==> src/rtl/sec_lock_pkg.sv <==
package sec_lock_pkg;

  typedef enum logic [2:0] {
    OP_OTHER  = 3'd0,
    OP_SETPW  = 3'd1,
    OP_UNLOCK = 3'd2,
    OP_DISPW  = 3'd3,
    OP_PREP   = 3'd4,
    OP_ERASE  = 3'd5,
    OP_FREEZE = 3'd6,
    OP_SPARE  = 3'd7
  } sec_op_e;

  typedef enum logic [2:0] {
    ST_OPEN      = 3'd0,
    ST_LOCKED    = 3'd1,
    ST_UNLOCKED  = 3'd2,
    ST_FRZ_OPEN  = 3'd3,
    ST_FRZ_ARMED = 3'd4
  } sec_st_e;

  typedef struct packed {
    logic    abort;
    logic    dec;
    logic    erase;
    sec_st_e nxt;
  } sec_dec_t;

  function automatic logic st_frozen(sec_st_e st);
    return (st == ST_FRZ_OPEN) || (st == ST_FRZ_ARMED);
  endfunction

  function automatic logic st_enabled(sec_st_e st);
    return (st == ST_LOCKED) || (st == ST_UNLOCKED) || (st == ST_FRZ_ARMED);
  endfunction

  // Verdict and next state for one command in one state.
  function automatic sec_dec_t sec_decide(sec_st_e st, sec_op_e op, logic match,
                                          logic master, logic lvl_max,
                                          logic expired, logic prep);
    sec_dec_t d;
    d.abort = 1'b0;
    d.dec   = 1'b0;
    d.erase = 1'b0;
    d.nxt   = st;
    case (op)
      OP_SETPW: begin
        if (st == ST_OPEN || st == ST_UNLOCKED) d.nxt = ST_UNLOCKED;
        else d.abort = 1'b1;
      end
      OP_UNLOCK: begin
        if (st == ST_LOCKED) begin
          if (expired) d.abort = 1'b1;
          else if (master && lvl_max) d.abort = 1'b1;
          else if (match) d.nxt = ST_UNLOCKED;
          else begin
            d.abort = 1'b1;
            d.dec   = 1'b1;
          end
        end else if (st == ST_UNLOCKED) begin
          d.abort = !match;
        end else begin
          d.abort = 1'b1;
        end
      end
      OP_DISPW: begin
        if (st == ST_UNLOCKED && match) d.nxt = ST_OPEN;
        else d.abort = 1'b1;
      end
      OP_PREP: d.abort = st_frozen(st);
      OP_ERASE: begin
        if (st_frozen(st) || expired || !prep || !match) d.abort = 1'b1;
        else begin
          d.erase = 1'b1;
          d.nxt   = ST_OPEN;
        end
      end
      OP_FREEZE: begin
        if (st == ST_LOCKED) d.abort = 1'b1;
        else if (st == ST_OPEN) d.nxt = ST_FRZ_OPEN;
        else if (st == ST_UNLOCKED) d.nxt = ST_FRZ_ARMED;
      end
      default: ;
    endcase
    return d;
  endfunction

endpackage

==> src/rtl/sec_try_cnt.sv <==
module sec_try_cnt #(
  parameter int TRIES = 5
) (
  input  logic clk,
  input  logic rst_n,
  input  logic dec_i,
  output logic expired_o
);
  localparam int CW = $clog2(TRIES + 1);
  localparam logic [CW-1:0] START = CW'(TRIES);

  logic [CW-1:0] cnt_q;
  logic          at_zero;

  assign at_zero   = (cnt_q == '0);
  assign expired_o = at_zero;

  always_ff @(posedge clk) begin
    if (!rst_n) cnt_q <= START;
    else if (dec_i && !at_zero) cnt_q <= cnt_q - 1'b1;
  end

  p_count_monotonic_r2: assert property (@(posedge clk) disable iff (!rst_n)
    1'b1 |=> cnt_q <= $past(cnt_q));

  p_zero_sticky_r2: assert property (@(posedge clk) disable iff (!rst_n)
    at_zero |=> expired_o);

endmodule

==> src/rtl/sec_prep_trk.sv <==
module sec_prep_trk
  import sec_lock_pkg::*;
(
  input  logic    clk,
  input  logic    rst_n,
  input  logic    cmd_valid,
  input  sec_op_e op,
  input  logic    abort,
  output logic    prep_o
);
  logic prep_q;
  assign prep_o = prep_q;

  always_ff @(posedge clk) begin
    if (!rst_n) prep_q <= 1'b0;
    else if (cmd_valid) prep_q <= (op == OP_PREP) && !abort;
  end

  p_prep_cleared_r8: assert property (@(posedge clk) disable iff (!rst_n)
    cmd_valid && op != OP_PREP |=> !prep_q);

endmodule

==> src/rtl/sec_state_fsm.sv <==
module sec_state_fsm
  import sec_lock_pkg::*;
(
  input  logic    clk,
  input  logic    rst_n,
  input  logic    boot_enabled,
  input  logic    cmd_valid,
  input  sec_op_e op,
  input  logic    match,
  input  logic    master,
  input  logic    lvl_max,
  input  logic    expired,
  input  logic    prep,
  output sec_st_e state_o,
  output logic    dec_o,
  output logic    abort_now_o,
  output logic    rsp_valid_o,
  output logic    rsp_abort_o,
  output logic    erase_o
);
  sec_st_e  state_q;
  sec_dec_t d;
  logic     rsp_valid_q, rsp_abort_q, erase_q;

  always_comb d = sec_decide(state_q, op, match, master, lvl_max, expired, prep);

  assign dec_o       = cmd_valid && d.dec;
  assign abort_now_o = d.abort;

  always_ff @(posedge clk) begin
    if (!rst_n) begin
      state_q     <= boot_enabled ? ST_LOCKED : ST_OPEN;
      rsp_valid_q <= 1'b0;
      rsp_abort_q <= 1'b0;
      erase_q     <= 1'b0;
    end else begin
      rsp_valid_q <= cmd_valid;
      rsp_abort_q <= cmd_valid && d.abort;
      erase_q     <= cmd_valid && d.erase;
      if (cmd_valid) state_q <= d.nxt;
    end
  end

  assign state_o     = state_q;
  assign rsp_valid_o = rsp_valid_q;
  assign rsp_abort_o = rsp_abort_q;
  assign erase_o     = erase_q;

  p_frozen_sticky_r7: assert property (@(posedge clk) disable iff (!rst_n)
    st_frozen(state_q) |=> st_frozen(state_q));

  p_master_max_reject_r5: assert property (@(posedge clk) disable iff (!rst_n)
    cmd_valid && op == OP_UNLOCK && state_q == ST_LOCKED && master && lvl_max
    |=> rsp_abort_q && state_q == ST_LOCKED);

  p_erase_needs_prep_r8: assert property (@(posedge clk) disable iff (!rst_n)
    cmd_valid && op == OP_ERASE && !prep |=> rsp_abort_q && !erase_q);

  p_expired_blocks_r2: assert property (@(posedge clk) disable iff (!rst_n)
    cmd_valid && expired && (op == OP_UNLOCK || op == OP_ERASE) |=> rsp_abort_q);

  p_rsp_follows_r10: assert property (@(posedge clk) disable iff (!rst_n)
    cmd_valid |=> rsp_valid_q);

  p_no_spurious_rsp_r10: assert property (@(posedge clk) disable iff (!rst_n)
    !cmd_valid |=> !rsp_valid_q && !erase_q);

  p_erase_ok_r9: assert property (@(posedge clk) disable iff (!rst_n)
    erase_q |-> rsp_valid_q && !rsp_abort_q && state_q == ST_OPEN);

endmodule

==> src/rtl/sec_lock_ctrl.sv <==
module sec_lock_ctrl
  import sec_lock_pkg::*;
#(
  parameter int TRIES = 5
) (
  input  logic       clk,
  input  logic       rst_n,
  input  logic       boot_enabled,
  input  logic       cmd_valid,
  input  logic [2:0] cmd_op,
  input  logic       pw_match,
  input  logic       id_master,
  input  logic       level_max,
  output logic       rsp_valid,
  output logic       rsp_abort,
  output logic       erase_start,
  output logic [3:0] sec_status
);
  sec_op_e op;
  sec_st_e state;
  logic    expired, prep, dec, abort_now;

  assign op = sec_op_e'(cmd_op);

  sec_try_cnt #(.TRIES(TRIES)) u_cnt (
    .clk       (clk),
    .rst_n     (rst_n),
    .dec_i     (dec),
    .expired_o (expired)
  );

  sec_prep_trk u_prep (
    .clk       (clk),
    .rst_n     (rst_n),
    .cmd_valid (cmd_valid),
    .op        (op),
    .abort     (abort_now),
    .prep_o    (prep)
  );

  sec_state_fsm u_fsm (
    .clk          (clk),
    .rst_n        (rst_n),
    .boot_enabled (boot_enabled),
    .cmd_valid    (cmd_valid),
    .op           (op),
    .match        (pw_match),
    .master       (id_master),
    .lvl_max      (level_max),
    .expired      (expired),
    .prep         (prep),
    .state_o      (state),
    .dec_o        (dec),
    .abort_now_o  (abort_now),
    .rsp_valid_o  (rsp_valid),
    .rsp_abort_o  (rsp_abort),
    .erase_o      (erase_start)
  );

  // status nibble
  assign sec_status = {expired, st_frozen(state), state == ST_LOCKED, st_enabled(state)};

  p_status_onehot_r11: assert property (@(posedge clk) disable iff (!rst_n)
    $onehot0({sec_status[1], sec_status[2]}));

endmodule

==> config.mk <==
export PLATFORM = sky130hd
export DESIGN_NAME = sec_lock_ctrl
export DESIGN_NICKNAME = d
export VERILOG_FILES = /design/src/rtl/sec_lock_pkg.sv /design/src/rtl/sec_try_cnt.sv /design/src/rtl/sec_prep_trk.sv /design/src/rtl/sec_state_fsm.sv /design/src/rtl/sec_lock_ctrl.sv
export SDC_FILE = /design/constraint.sdc
export NUM_CORES = 1
export LEC_CHECK = 0
export ABC_AREA = 1
export BUFFER_PORTS_ARGS = -buffer_cell sky130_fd_sc_hd__buf_2
export CAP_MARGIN = 20
export CORE_MARGIN = 2
export CORE_UTILIZATION = 40
export DETAILED_ROUTE_END_ITERATION = 12
export GPL_TIMING_DRIVEN = 0
export SYNTH_ARGS = -nofsm -noshare
export SYNTH_HDL_FRONTEND = slang
export SYNTH_SLANG_ARGS = --single-unit
==> constraint.sdc <==
create_clock -name clk -period 2.1 [get_ports clk]
set_clock_uncertainty 0.1 [all_clocks]
set_input_delay 0.42 -clock clk [delete_from_list [all_inputs] [get_ports clk]]
set_output_delay 0.42 -clock clk [all_outputs]
set_load 0.02 [all_outputs]
== Yosys cells after proc, flatten, opt, wreduce, memory -nomap -nowiden ==
Cells that the tools add are included.
Cells by class
  div/mod/pow operators: 0
  reduce and logical (&&, ||, !) cells: 21
  $mul: 0
  bitwise logic cells: 0
  magnitude comparators: 0
  $add $sub $neg: 1
  eq/ne operators: 21
  shift operators: 0
  muxes and demuxes: 29
Operators with widths (count)
  $mux W3: 11
  $ne A3 B3 Y1 const B: 6
  $pmux W3 S5: 1
  $mux W1: 14
  $eq A3 B2 Y1 const B: 4
  $eq A3 B3 Y1 const B: 4
  $reduce_and A11 Y1: 1
  $logic_and A1 B1 Y1: 7
  $logic_or A1 B1 Y1: 7
  $eq A3 B1 Y1 const B: 2
  $logic_not A3 Y1: 2
  $ne A3 B2 Y1 const B: 2
  $ne A6 B1 Y1 const B: 1
  $pmux W1 S6: 1
  $logic_not A1 Y1: 4
  $mux W4: 1
  $ne A4 B3 Y1 const B: 1
  $sub A3 B1 Y3 const B: 1
  $mux W2: 1
  $ne A2 B1 Y1 const B: 1
Storage, ports and cells
  output and inout port bits: 7
  memories kept: 0
  memory bits (read-only): 0
  bits in writable memories: 0
  word-level logic and storage cells: 78
  bits in registers: 10
  input port bits: 10
  latch bits: 0

== Depth between registers and ports, before layout ==
Gate-level depths: netlist of run 1.
  depth after elaboration: 9
  depth in mapped cells: 9
  mapped depth without buffers: 9

== Modules after synthesis ==
A second synthesis of run 1 with hierarchy kept.
Second synthesis, totals
  cell total of the unflattened synthesis: 113
  area total of the unflattened synthesis: 719.4 um2
By module, submodules not included
  sec_state_fsm: sequential area each 150.1 um2, instances 1, cells each 74, area an instance 464.2 um2
  sec_try_cnt: sequential area each 60.1 um2, instances 1, cells each 21, area an instance 152.6 um2
  sec_lock_ctrl: sequential area each 0.0 um2, instances 1, cells each 11, area an instance 52.6 um2
  sec_prep_trk: sequential area each 20.0 um2, instances 1, cells each 7, area an instance 50.0 um2

== Worst setup path before layout of run 1 ==
Ideal clock, no wire load.
  path type: reg-to-reg
  from: reg u_cnt.cnt_q[0]
  to: reg u_fsm.state_q[0], in the netlist u_fsm.state_o[0], enable pin
  setup slack: 0.353 ns
  period minus slack after synthesis: 1.747 ns
  library setup time: 0.324 ns
  buffers on the path: 0
  arrival time: 1.323 ns
  data required time: 1.676 ns
  cell stages (with the launch flop): 10
  path through: dfxtp_1 inv_1 ha_1 nand2_2 nand3_1 nor2_4 nor2_4 nor2_4 inv_1 o21ai_1
On the way
  longest elaborated chain between the ends: 6
  elaborated cells between the ends (all ways): 7
  those cells by class: eq/ne (2); reduce/logical (5)
Ends and longest elaborated chain
  start: declaration: RTL line sec_try_cnt.sv:12  | logic [CW-1:0] cnt_q;
  start signal: assignment: RTL line sec_try_cnt.sv:20  | else if (dec_i && !at_zero) cnt_q <= cnt_q - 1'b1;
  $logic_not A3 Y1 *: RTL line sec_try_cnt.sv:15  | assign at_zero = (cnt_q == '0);
  $logic_or A1 B1 Y1 (3 in a row): RTL line sec_lock_pkg.sv:72  | if (st_frozen(st) || expired || !prep || !match) d.abort = 1'b1;
  $ne A3 B3 Y1 (no source line)
  $reduce_and A11 Y1 (no source line) *
  end signal: assignment: RTL line sec_state_fsm.sv:32  | state_q <= boot_enabled ? ST_LOCKED : ST_OPEN;
  end signal: assignment: RTL line sec_state_fsm.sv:40  | if (cmd_valid) state_q <= d.nxt;
  end: declaration: RTL line sec_state_fsm.sv:21  | sec_st_e state_q;
Mark *: on every way between the ends. The rest lies on a longest branch, timed or not.
A chain may end at the register's enable or synchronous reset.

== Final worst setup path of run 1 ==
  from: reg u_cnt.cnt_q[0]
  to: reg u_fsm.state_q[1], in the netlist u_fsm.state_o[1], enable pin
Same word-level chain as after synthesis.

==> metrics.cfg, run 1 <==
[routing]
met1_length_um = 697
routed_wl_um = 1470
routed_via_density = 5.09
vias = 667
drc_errors = 0
routed-wl-met3_um = 46
highest_layer = met4
first_pass_iters = 4
drt-initial-drc-count = 12
wl_per_cell_um = 11.2
ant_nets = 0
dr_wl_met2_um = 680

[final_layout]
n_antenna_cell = 0
stdcell_count = 131
ff_latch_area_um2 = 230
nFillCells = 189
drive_gt1_frac = 0.386
nets = 127
syn2layout_area_growth_pct = 18.1
multi_input_area_um2 = 420

[logic_synthesis]
synth_top_family_by_area = simple AND/OR/NAND/NOR gates
syn-mean-instance-area_um2 = 7.52
synth_fa_ha_area_frac = 0.0354
synthXorXnorAreaFrac = 0
seq_area_frac_synth = 0.326
synthCells = 94
yosysUniqueCellTypes = 23
synth_compound_area_frac = 0.104
yosysWarnings = 0
syn_nets = 106
synth-simple-area-share = 0.455
synth_area_um2 = 707
ys_seq_elements = 10
synthMuxAreaShare = 0

[worst_hold_path]
hp-class = input port to flip-flop
whs_path_depth = 2

[critical_path]
crit_path_cell_trace = inv_1 -> ha_1 -> nand2_2 -> nand3_1 -> nor2_4 -> nor2_4 -> nor2_4 -> inv_1 -> o21ai_1
crit_top_cell = nor2_4
critPathTopFamily = simple AND/OR/NAND/NOR gates
crit_path_max_fanout = 5
slowest_stage = dfxtp_1
cp.depth = 9
cp.arrival_ps = 1770
cpPeakStageDelay_ps = 350
r2r_cells = 9
crit_buf_inv = 2
cp-start-kind = flip-flop
end_kind = flip-flop
required_ps = 1940
critPathKind = flip-flop to flip-flop

[floorplan]
dieWidth_um = 46.0
core_um2 = 1690
start_util = 0.419
die_h_um = 46.0
num_rows = 15
ioPinCount = 17
dieArea_um2 = 2120

[sta]
clock.fmax_mhz = 518
period_needed_ps = 1930
setup_slack_ps = 169
finalSetupViolations = 0
rsz0062_at_grt = no
fin_crit_sh = 0.919
final_hold_viol_count = 0
worstMarginPinSlew_ps = 290
slew_headroom = 0.805
slew_violations = 0
fin_setup_tns_ps = 0

[place]
gp_congestion = 0.840
place_ws_ps = 152
io_buffers = 16
dpl.cell_count = 127
dp_hpwl_um = 1180

[clock_tree]
cts_setup_buffers = 0
cts_buffers = 3
htreeDepth = 1
path_clk_slew_ps = 70
cts_hold_buf = 0
clk_latency_ps = 260
ctsResizeCount = 0
tritoncts = done
root_buffer = clkbuf_4
clock_path_buffers = 2
clock_sinks = 10

[grt]
grt_pass1_vias = 572
overflow = 0
antenna_found_initial = 0
track_usage = 0.164
grt_pass1_wl_um = 2390
grt_max_degree = 7

[power_and_ir_drop]
p_leak_nw = 0.404
peakVddDrop_uv = 272
powerDensity_nw_per_um2 = 552

[run]
drv_cap = 0

[outcome]
status = finished clean

==> metrics by stage <==
stage	instance area, um2	hold slack (ps)	util	total power, mW
3_3_place_gp	808	341	0.479	0.324
2_1_floorplan	707	328	-	0.291
5_1_grt	835	299	0.494	0.489
4_1_cts	835	288	0.494	0.468
6_report	835	294	0.494	0.461
3_5_place_dp	808	345	0.479	0.326
==> cell usage after synthesis <==
master | n | area (um2)
a21oi_2 | 1 | 8.76
inv_1 | 7 | 26.3
nand2_4 | 1 | 11.3
nand3_1 | 7 | 35.0
or2_1 | 1 | 6.26
nor3_4 | 1 | 16.3
inv_2 | 6 | 22.5
nand2_2 | 3 | 18.8
a21oi_1 | 5 | 25.0
o211ai_1 | 2 | 15.0
ha_1 | 2 | 25.0
dfxtp_1 | 7 | 140
o21ai_0 | 2 | 10.0
edfxtp_1 | 3 | 90.1
nand4_1 | 1 | 6.26
nor2_4 | 4 | 45.0
o21ai_1 | 3 | 15.0
buf_4 | 1 | 7.51
nor2_2 | 3 | 18.8
nor2_1 | 12 | 45.0
nand2_1 | 15 | 56.3
nand3_2 | 5 | 50.1
nor4_1 | 2 | 12.5
==> cell families (layout without fill, tap and decap cells) <==
logic type	after synthesis	count (layout)
and+or+nand+nor	55	55
buffers and inverters	14	34
AOI/OAI and AO/OA	13	13
DFF	10	10
adders and majority gates	2	2
==> final timing paths <==
check	startpoint	to	slack, ps
setup / recovery	u_cnt.cnt_q[0]	u_fsm.state_o[1]	170
hold reg to reg	u_cnt.cnt_q[2]	u_cnt.cnt_q[2]	360
hold / removal	rst_n	u_cnt.cnt_q[2]	290
setup reg to reg	u_cnt.cnt_q[0]	u_fsm.state_o[1]	170
==> registers in the layout (all words and copies together), names as in the netlist <==
register / count
u_prep.prep_o: 1
u_fsm.rsp_valid_o: 1
u_fsm.state_o: 3
u_cnt.cnt_q: 3
u_fsm.rsp_abort_o: 1
u_fsm.erase_o: 1
==> power by group <==
group / leakage [nW] / internal, mW / switching, mW
Combinational: 0.301 / 0.0355 / 0.0716
Clock: 0.0150 / 0.0734 / 0.0650
Sequential: 0.0882 / 0.208 / 0.00770
Total: 0.404 / 0.317 / 0.144
==> area by class of cell <==
cell class,instances,area share
repair buffers,16,0.0960
flip-flops and latches,10,0.276
inverters,13,0.0585
clock buffers,4,0.0315
well taps,17,0.0255
multi-input cells,70,0.504
plain buffers,1,0.00900
==> metal layers <==
metal	GRT usage	vias to the layer above
met5	0	-
met4	0.103	0
met3	0.0357	6
met2	0.253	16
met1	0.205	296
li1	-	349
==> worst reg2reg max path: stages, from the launching register on <==
cell and delay, ps:
dfxtp_1 350, inv_1 70, ha_1 200, nand2_2 120, nand3_1 150, nor2_4 160, nor2_4 40, nor2_4 110
inv_1 50, o21ai_1 260
==> cells in the final DEF, fill, tap and decap left out <==
master,count
dfxtp_1,7
a21oi_1,5
clkbuf_4,3
nand2_4,1
inv_2,6
a21oi_2,1
nor4_1,2
o21ai_0,2
buf_2,16
nand2_2,3
nor2_1,12
nor3_4,1
o211ai_1,2
edfxtp_1,3
ha_1,2
or2_1,1
nand4_1,1
nand2_1,15
clkbuf_1,1
nand3_2,5
inv_1,7
buf_4,1
o21ai_1,3
nor2_4,4
nand3_1,7
nor2_2,3
Note: power is estimated with default switching activity, not from simulation.
==> inputs of run 2 (changes only) <==
Settings changed: PLACE_DENSITY_LB_ADDON from default to 0.08.
==> metrics.cfg, run 2 (same netlist as run 1, synthesis figures left out) <==
[outcome]
status = finished clean  ; unchanged

[routing]
ant_nets = 0  ; unchanged
drt-initial-drc-count = 7  ; was 12
routed_wl_um = 1450  ; was 1470 um
drc_errors = 0  ; unchanged
wl_per_cell_um = 11.1  ; was 11.2 um
routed_via_density = 5.11  ; was 5.09
vias = 669  ; was 667
first_pass_iters = 4  ; unchanged

[sta]
rsz0062_at_grt = no  ; unchanged
fin_crit_sh = 0.929  ; was 0.919
worstMarginPinSlew_ps = 304  ; was 290 ps
period_needed_ps = 1950  ; was 1930 ps
clock.fmax_mhz = 512  ; was 518 MHz
slew_headroom = 0.796  ; was 0.805
fin_setup_tns_ps = 0  ; unchanged
final_hold_viol_count = 0  ; unchanged
finalSetupViolations = 0  ; unchanged
holdWs_ps = 293  ; was 294 ps
slew_violations = 0  ; unchanged

[critical_path]
r2r_cells = 9  ; unchanged
cpPeakStageDelay_ps = 350  ; about the same
crit_top_cell = nor2_4  ; unchanged
crit_path_cell_trace = inv_1 -> ha_1 -> nand2_2 -> nand3_1 -> nor2_4 -> nor2_4 -> nor2_4 -> inv_1 -> o21ai_1  ; unchanged
end_kind = flip-flop  ; unchanged
required_ps = 1940  ; about the same
crit_path_max_fanout = 5  ; unchanged
cp-start-kind = flip-flop  ; unchanged
critPathKind = flip-flop to flip-flop  ; unchanged
cp.arrival_ps = 1790  ; was 1770 ps
slowest_stage = dfxtp_1  ; unchanged

[clock_tree]
path_clk_slew_ps = 70  ; about the same
tritoncts = done  ; unchanged
clock_path_buffers = 2  ; unchanged
clk_latency_ps = 260  ; about the same
cts_setup_buffers = 0  ; unchanged
ctsResizeCount = 0  ; unchanged
root_buffer = clkbuf_4  ; unchanged
cts_hold_buf = 0  ; unchanged
htreeDepth = 1  ; unchanged
clock_sinks = 10  ; unchanged
cts_buffers = 3  ; unchanged

[final_layout]
final_common_cell = buf_2  ; unchanged
nFillCells = 203  ; was 189
final_cell_mix = 16 x buf_2, 15 x nand2_1, 12 x nor2_1  ; unchanged
post-route-cell-area_um2 = 845  ; was 835 um2
finish.utilization = 0.500  ; was 0.494
nets = 127  ; unchanged
n_antenna_cell = 0  ; unchanged
syn2layout_area_growth_pct = 19.5  ; was 18.1%
drive_gt1_frac = 0.395  ; was 0.386

[grt]
antenna_found_initial = 0  ; unchanged
overflow = 0  ; unchanged
grt_pass1_vias = 582  ; was 572
grt_max_degree = 7  ; unchanged
grt_pass1_wl_um = 2480  ; was 2390 um
track_usage = 0.167  ; was 0.164

[power_and_ir_drop]
p_leak_nw = 0.410  ; was 0.404 nW
peakVddDrop_uv = 384  ; was 272 uV
finalPower_uw = 495  ; was 461 uW
powerDensity_nw_per_um2 = 586  ; was 552 nW/um2

[floorplan]
die_h_um = 46.0  ; unchanged
dieArea_um2 = 2120  ; unchanged
dieWidth_um = 46.0  ; unchanged
num_rows = 15  ; unchanged
start_util = 0.419  ; unchanged
ioPinCount = 17  ; unchanged
core_um2 = 1690  ; unchanged

[run]
drv_cap = 0  ; unchanged

[worst_hold_path]
hp-class = input port to flip-flop  ; unchanged
whs_path_depth = 2  ; unchanged

[place]
io_buffers = 16  ; unchanged
gp_congestion = 0.817  ; was 0.840
place_area_um2 = 808  ; unchanged
dp_hpwl_um = 1240  ; was 1180 um

run 2: cell counts in the layout (fill, tap and decap cells not counted):
No cell type changed its count.
run 2: area by class of cell:
cell class,instances,area (um2),area share
sequential,10,230,0.273
inverter,13,48.8,0.0578
buffer,1,7.51,0.00889
clock buffer,4,36.3,0.0430
tap,17,21.3,0.0252
multi-input combinational,70,420,0.498
timing repair buffer,16,80.1,0.0948
run 2: final timing paths:
kind                                    endpoint  slack [ps]      startpoint
worst max-delay path            u_fsm.state_o[1]         150  u_cnt.cnt_q[0]
worst min register to register    u_cnt.cnt_q[0]         360  u_cnt.cnt_q[0]
worst min-delay path              u_cnt.cnt_q[2]         290           rst_n
worst max register to register  u_fsm.state_o[1]         150  u_cnt.cnt_q[0]
run 2: power by group:
group / internal (mW) / switching (mW) / total (mW) / leakage [nW]
sequential: 0.208 / 0.00806 / 0.216 / 0.0882
clock: 0.105 / 0.0683 / 0.174 / 0.0210
combinational: 0.0355 / 0.0702 / 0.106 / 0.301
total: 0.349 / 0.147 / 0.495 / 0.410
run 2: metrics by stage:
step | std cells | setup slack, ps
floorplan | 94 | 353
global placement | 127 | 169
detailed placement | 127 | 134
CTS | 131 | 120
global route | 131 | 29.5
finish | 131 | 149
run 2: critical path: cells and delay by family (launching register included):
family / cells / cell delay, ps
flip-flops: 1 / 350
buffers and inverters: 2 / 130
adder cells (fa/ha/maj): 1 / 210
AO/OA/AOI/OAI: 1 / 280
AND/OR/NAND/NOR: 5 / 570
run 2: layer usage:
metal	vias up	wire length [um]	share of wire	GRT usage
li1	353	-	-	-
met1	301	663	0.46	0.220
met2	13	712	0.49	0.261
met3	2	63	0.043	0.0357
met4	0	13	0.0090	0.0686
met5	-	0	0	0
==> inputs of run 3 (changes only) <==
Settings changed: CELL_PAD_IN_SITES_DETAIL_PLACEMENT from default to 1, CELL_PAD_IN_SITES_GLOBAL_PLACEMENT from default to 2, CORE_ASPECT_RATIO from default to 1.75, CORE_UTILIZATION 40 to 28, CTS_CLUSTER_SIZE from default to 25.
==> metrics.cfg, run 3 (same netlist as run 1, synthesis figures left out) <==
[outcome]
status = finished clean  ; unchanged

[run]
drv_cap = 0  ; unchanged

[floorplan]
dieWidth_um = 42.0  ; was 46.0 um
ioPinCount = 17  ; unchanged
core_um2 = 2430  ; was 1690 um2
start_util = 0.291  ; was 0.419
dieArea_um2 = 2960  ; was 2120 um2
die_h_um = 70.5  ; was 46.0 um
num_rows = 24  ; was 15

[final_layout]
drive_gt1_frac = 0.404  ; was 0.395
final_common_cell = buf_2  ; unchanged
syn2layout_area_growth_pct = 24.2  ; was 19.5%
nFillCells = 322  ; was 203
final_cell_mix = 16 x buf_2, 15 x nand2_1, 12 x nor2_1  ; unchanged
nets = 127  ; unchanged
n_antenna_cell = 0  ; unchanged

[critical_path]
cp-start-kind = flip-flop  ; unchanged
end_kind = flip-flop  ; unchanged
required_ps = 1940  ; about the same
cp.arrival_ps = 1730  ; was 1790 ps
crit_path_max_fanout = 5  ; unchanged
critPathKind = flip-flop to flip-flop  ; unchanged

[clock_tree]
cts_hold_buf = 0  ; unchanged
htreeDepth = 1  ; unchanged
path_clk_slew_ps = 50  ; was 70 ps
cts_buffers = 3  ; unchanged
clock_sinks = 10  ; unchanged
clock_path_buffers = 2  ; unchanged
root_buffer = clkbuf_8  ; was clkbuf_4
clk_latency_ps = 250  ; was 260 ps
tritoncts = done  ; unchanged

[place]
gp_congestion = 0.732  ; was 0.817
io_buffers = 16  ; unchanged
dp_hpwl_um = 1670  ; was 1240 um
place_ws_ps = 112  ; was 134 ps

[sta]
slew_violations = 0  ; unchanged
final_hold_viol_count = 0  ; unchanged
clock.fmax_mhz = 529  ; was 512 MHz
holdWs_ps = 318  ; was 293 ps
fin_crit_sh = 0.900  ; was 0.929
finalSetupViolations = 0  ; unchanged
worstMarginPinSlew_ps = 323  ; was 304 ps
setup_slack_ps = 210  ; was 149 ps
slew_headroom = 0.783  ; was 0.796
fin_setup_tns_ps = 0  ; unchanged
period_needed_ps = 1890  ; was 1950 ps
rsz0062_at_grt = no  ; unchanged

[power_and_ir_drop]
p_comb_frac = 0.190  ; was 0.213
p_leak_nw = 0.419  ; was 0.410 nW
switchingPower_uw = 167  ; was 147 uW
p_seq_frac = 0.375  ; was 0.436
peakVddDrop_uv = 345  ; was 384 uV
pwr-share-clk = 0.435  ; was 0.350
swShare = 0.289  ; was 0.296
powerDensity_nw_per_um2 = 657  ; was 586 nW/um2
p_int_uw = 410  ; was 349 uW

[routing]
first_pass_iters = 3  ; was 4
routed_via_density = 4.95  ; was 5.11
routed-wl-met3_um = 35  ; was 63 um
dr_wl_met2_um = 1180  ; was 712 um
met1_length_um = 649  ; was 663 um
ant_nets = 0  ; unchanged
routed_wl_um = 1910  ; was 1450 um
drt-initial-drc-count = 7  ; unchanged
highest_layer = met4  ; unchanged
vias = 693  ; was 669
drc_errors = 0  ; unchanged
wl_per_cell_um = 13.6  ; was 11.1 um

[grt]
grt_max_degree = 7  ; unchanged
track_usage = 0.153  ; was 0.167
antenna_found_initial = 0  ; unchanged
grt_pass1_wl_um = 3380  ; was 2480 um
grt_pass1_vias = 755  ; was 582
overflow = 0  ; unchanged

[worst_hold_path]
hp-class = input port to flip-flop  ; unchanged

[run 3: cell count changes in the layout (fill, tap and decap cells not counted)]
| cell | change |
|---|---|
| clkbuf_4 | -3 |
| clkbuf_8 | +3 |
| o21ai_1 | -1 |
| o21ai_2 | +1 |
[run 3: routing by layer]
layer / up-vias / GRT usage
met5: - / 0
met3: 5 / 0.0155
li1: 350 / -
met2: 8 / 0.307
met1: 330 / 0.142
met4: 0 / 0.0753
[run 3: timing repair]
item	in CTS	in global routing
gates resized for setup	0	1
endpoints found under the setup margin	0	3
setup buffers	0	0
hold endpoints to repair	0	0
[run 3: metrics by stage]
| step | cells | total power, mW | instance area (um2) | utilization |
|---|---|---|---|---|
| 2_1_floorplan | 94 | 0.291 | 707 | - |
| 3_3_place_gp | 136 | 0.329 | 820 | 0.337 |
| 3_5_place_dp | 136 | 0.331 | 820 | 0.337 |
| 4_1_cts | 140 | 0.584 | 875 | 0.360 |
| 5_1_grt | 140 | 0.608 | 878 | 0.361 |
| 6_report | 140 | 0.577 | 878 | 0.361 |
[run 3: final timing paths]
| path | cells after the start | slack [ps] | from | end |
|---|---|---|---|---|
| worst max-delay path | 9 | 210 | u_cnt.cnt_q[0] | u_fsm.state_o[0] |
| worst min-delay path | 2 | 320 | rst_n | u_cnt.cnt_q[2] |
| worst max register to register | 9 | 210 | u_cnt.cnt_q[0] | u_fsm.state_o[0] |
| worst min register to register | 2 | 360 | u_cnt.cnt_q[2] | u_cnt.cnt_q[2] |
[run 3: final cells by class]
class | instances | area (um2) | area share
inverter | 13 | 48.8 | 0.0556
buffer | 1 | 7.51 | 0.00855
clock buffer | 4 | 55.1 | 0.0627
sequential | 10 | 230 | 0.262
tap | 26 | 32.5 | 0.0370
timing repair buffer | 16 | 80.1 | 0.0912
multi-input combinational | 70 | 424 | 0.483
[run 3: worst max-delay path: stages (launching register included)]
cell     delay (ps)
dfxtp_1         350
inv_1            70
ha_1            200
nand2_2         120
nand3_1         170
nor2_4          160
nor2_4           40
nor2_4          100
inv_1            60
o21ai_2         200
[run 3: power groups by stage]
stage	sequential, mW	combinational (mW)	clock (mW)
6_report	0.216	0.109	0.251
3_3_place_gp	0.220	0.109	0
3_5_place_dp	0.221	0.111	0
2_1_floorplan	0.221	0.0702	0
5_1_grt	0.218	0.123	0.268
4_1_cts	0.217	0.111	0.255
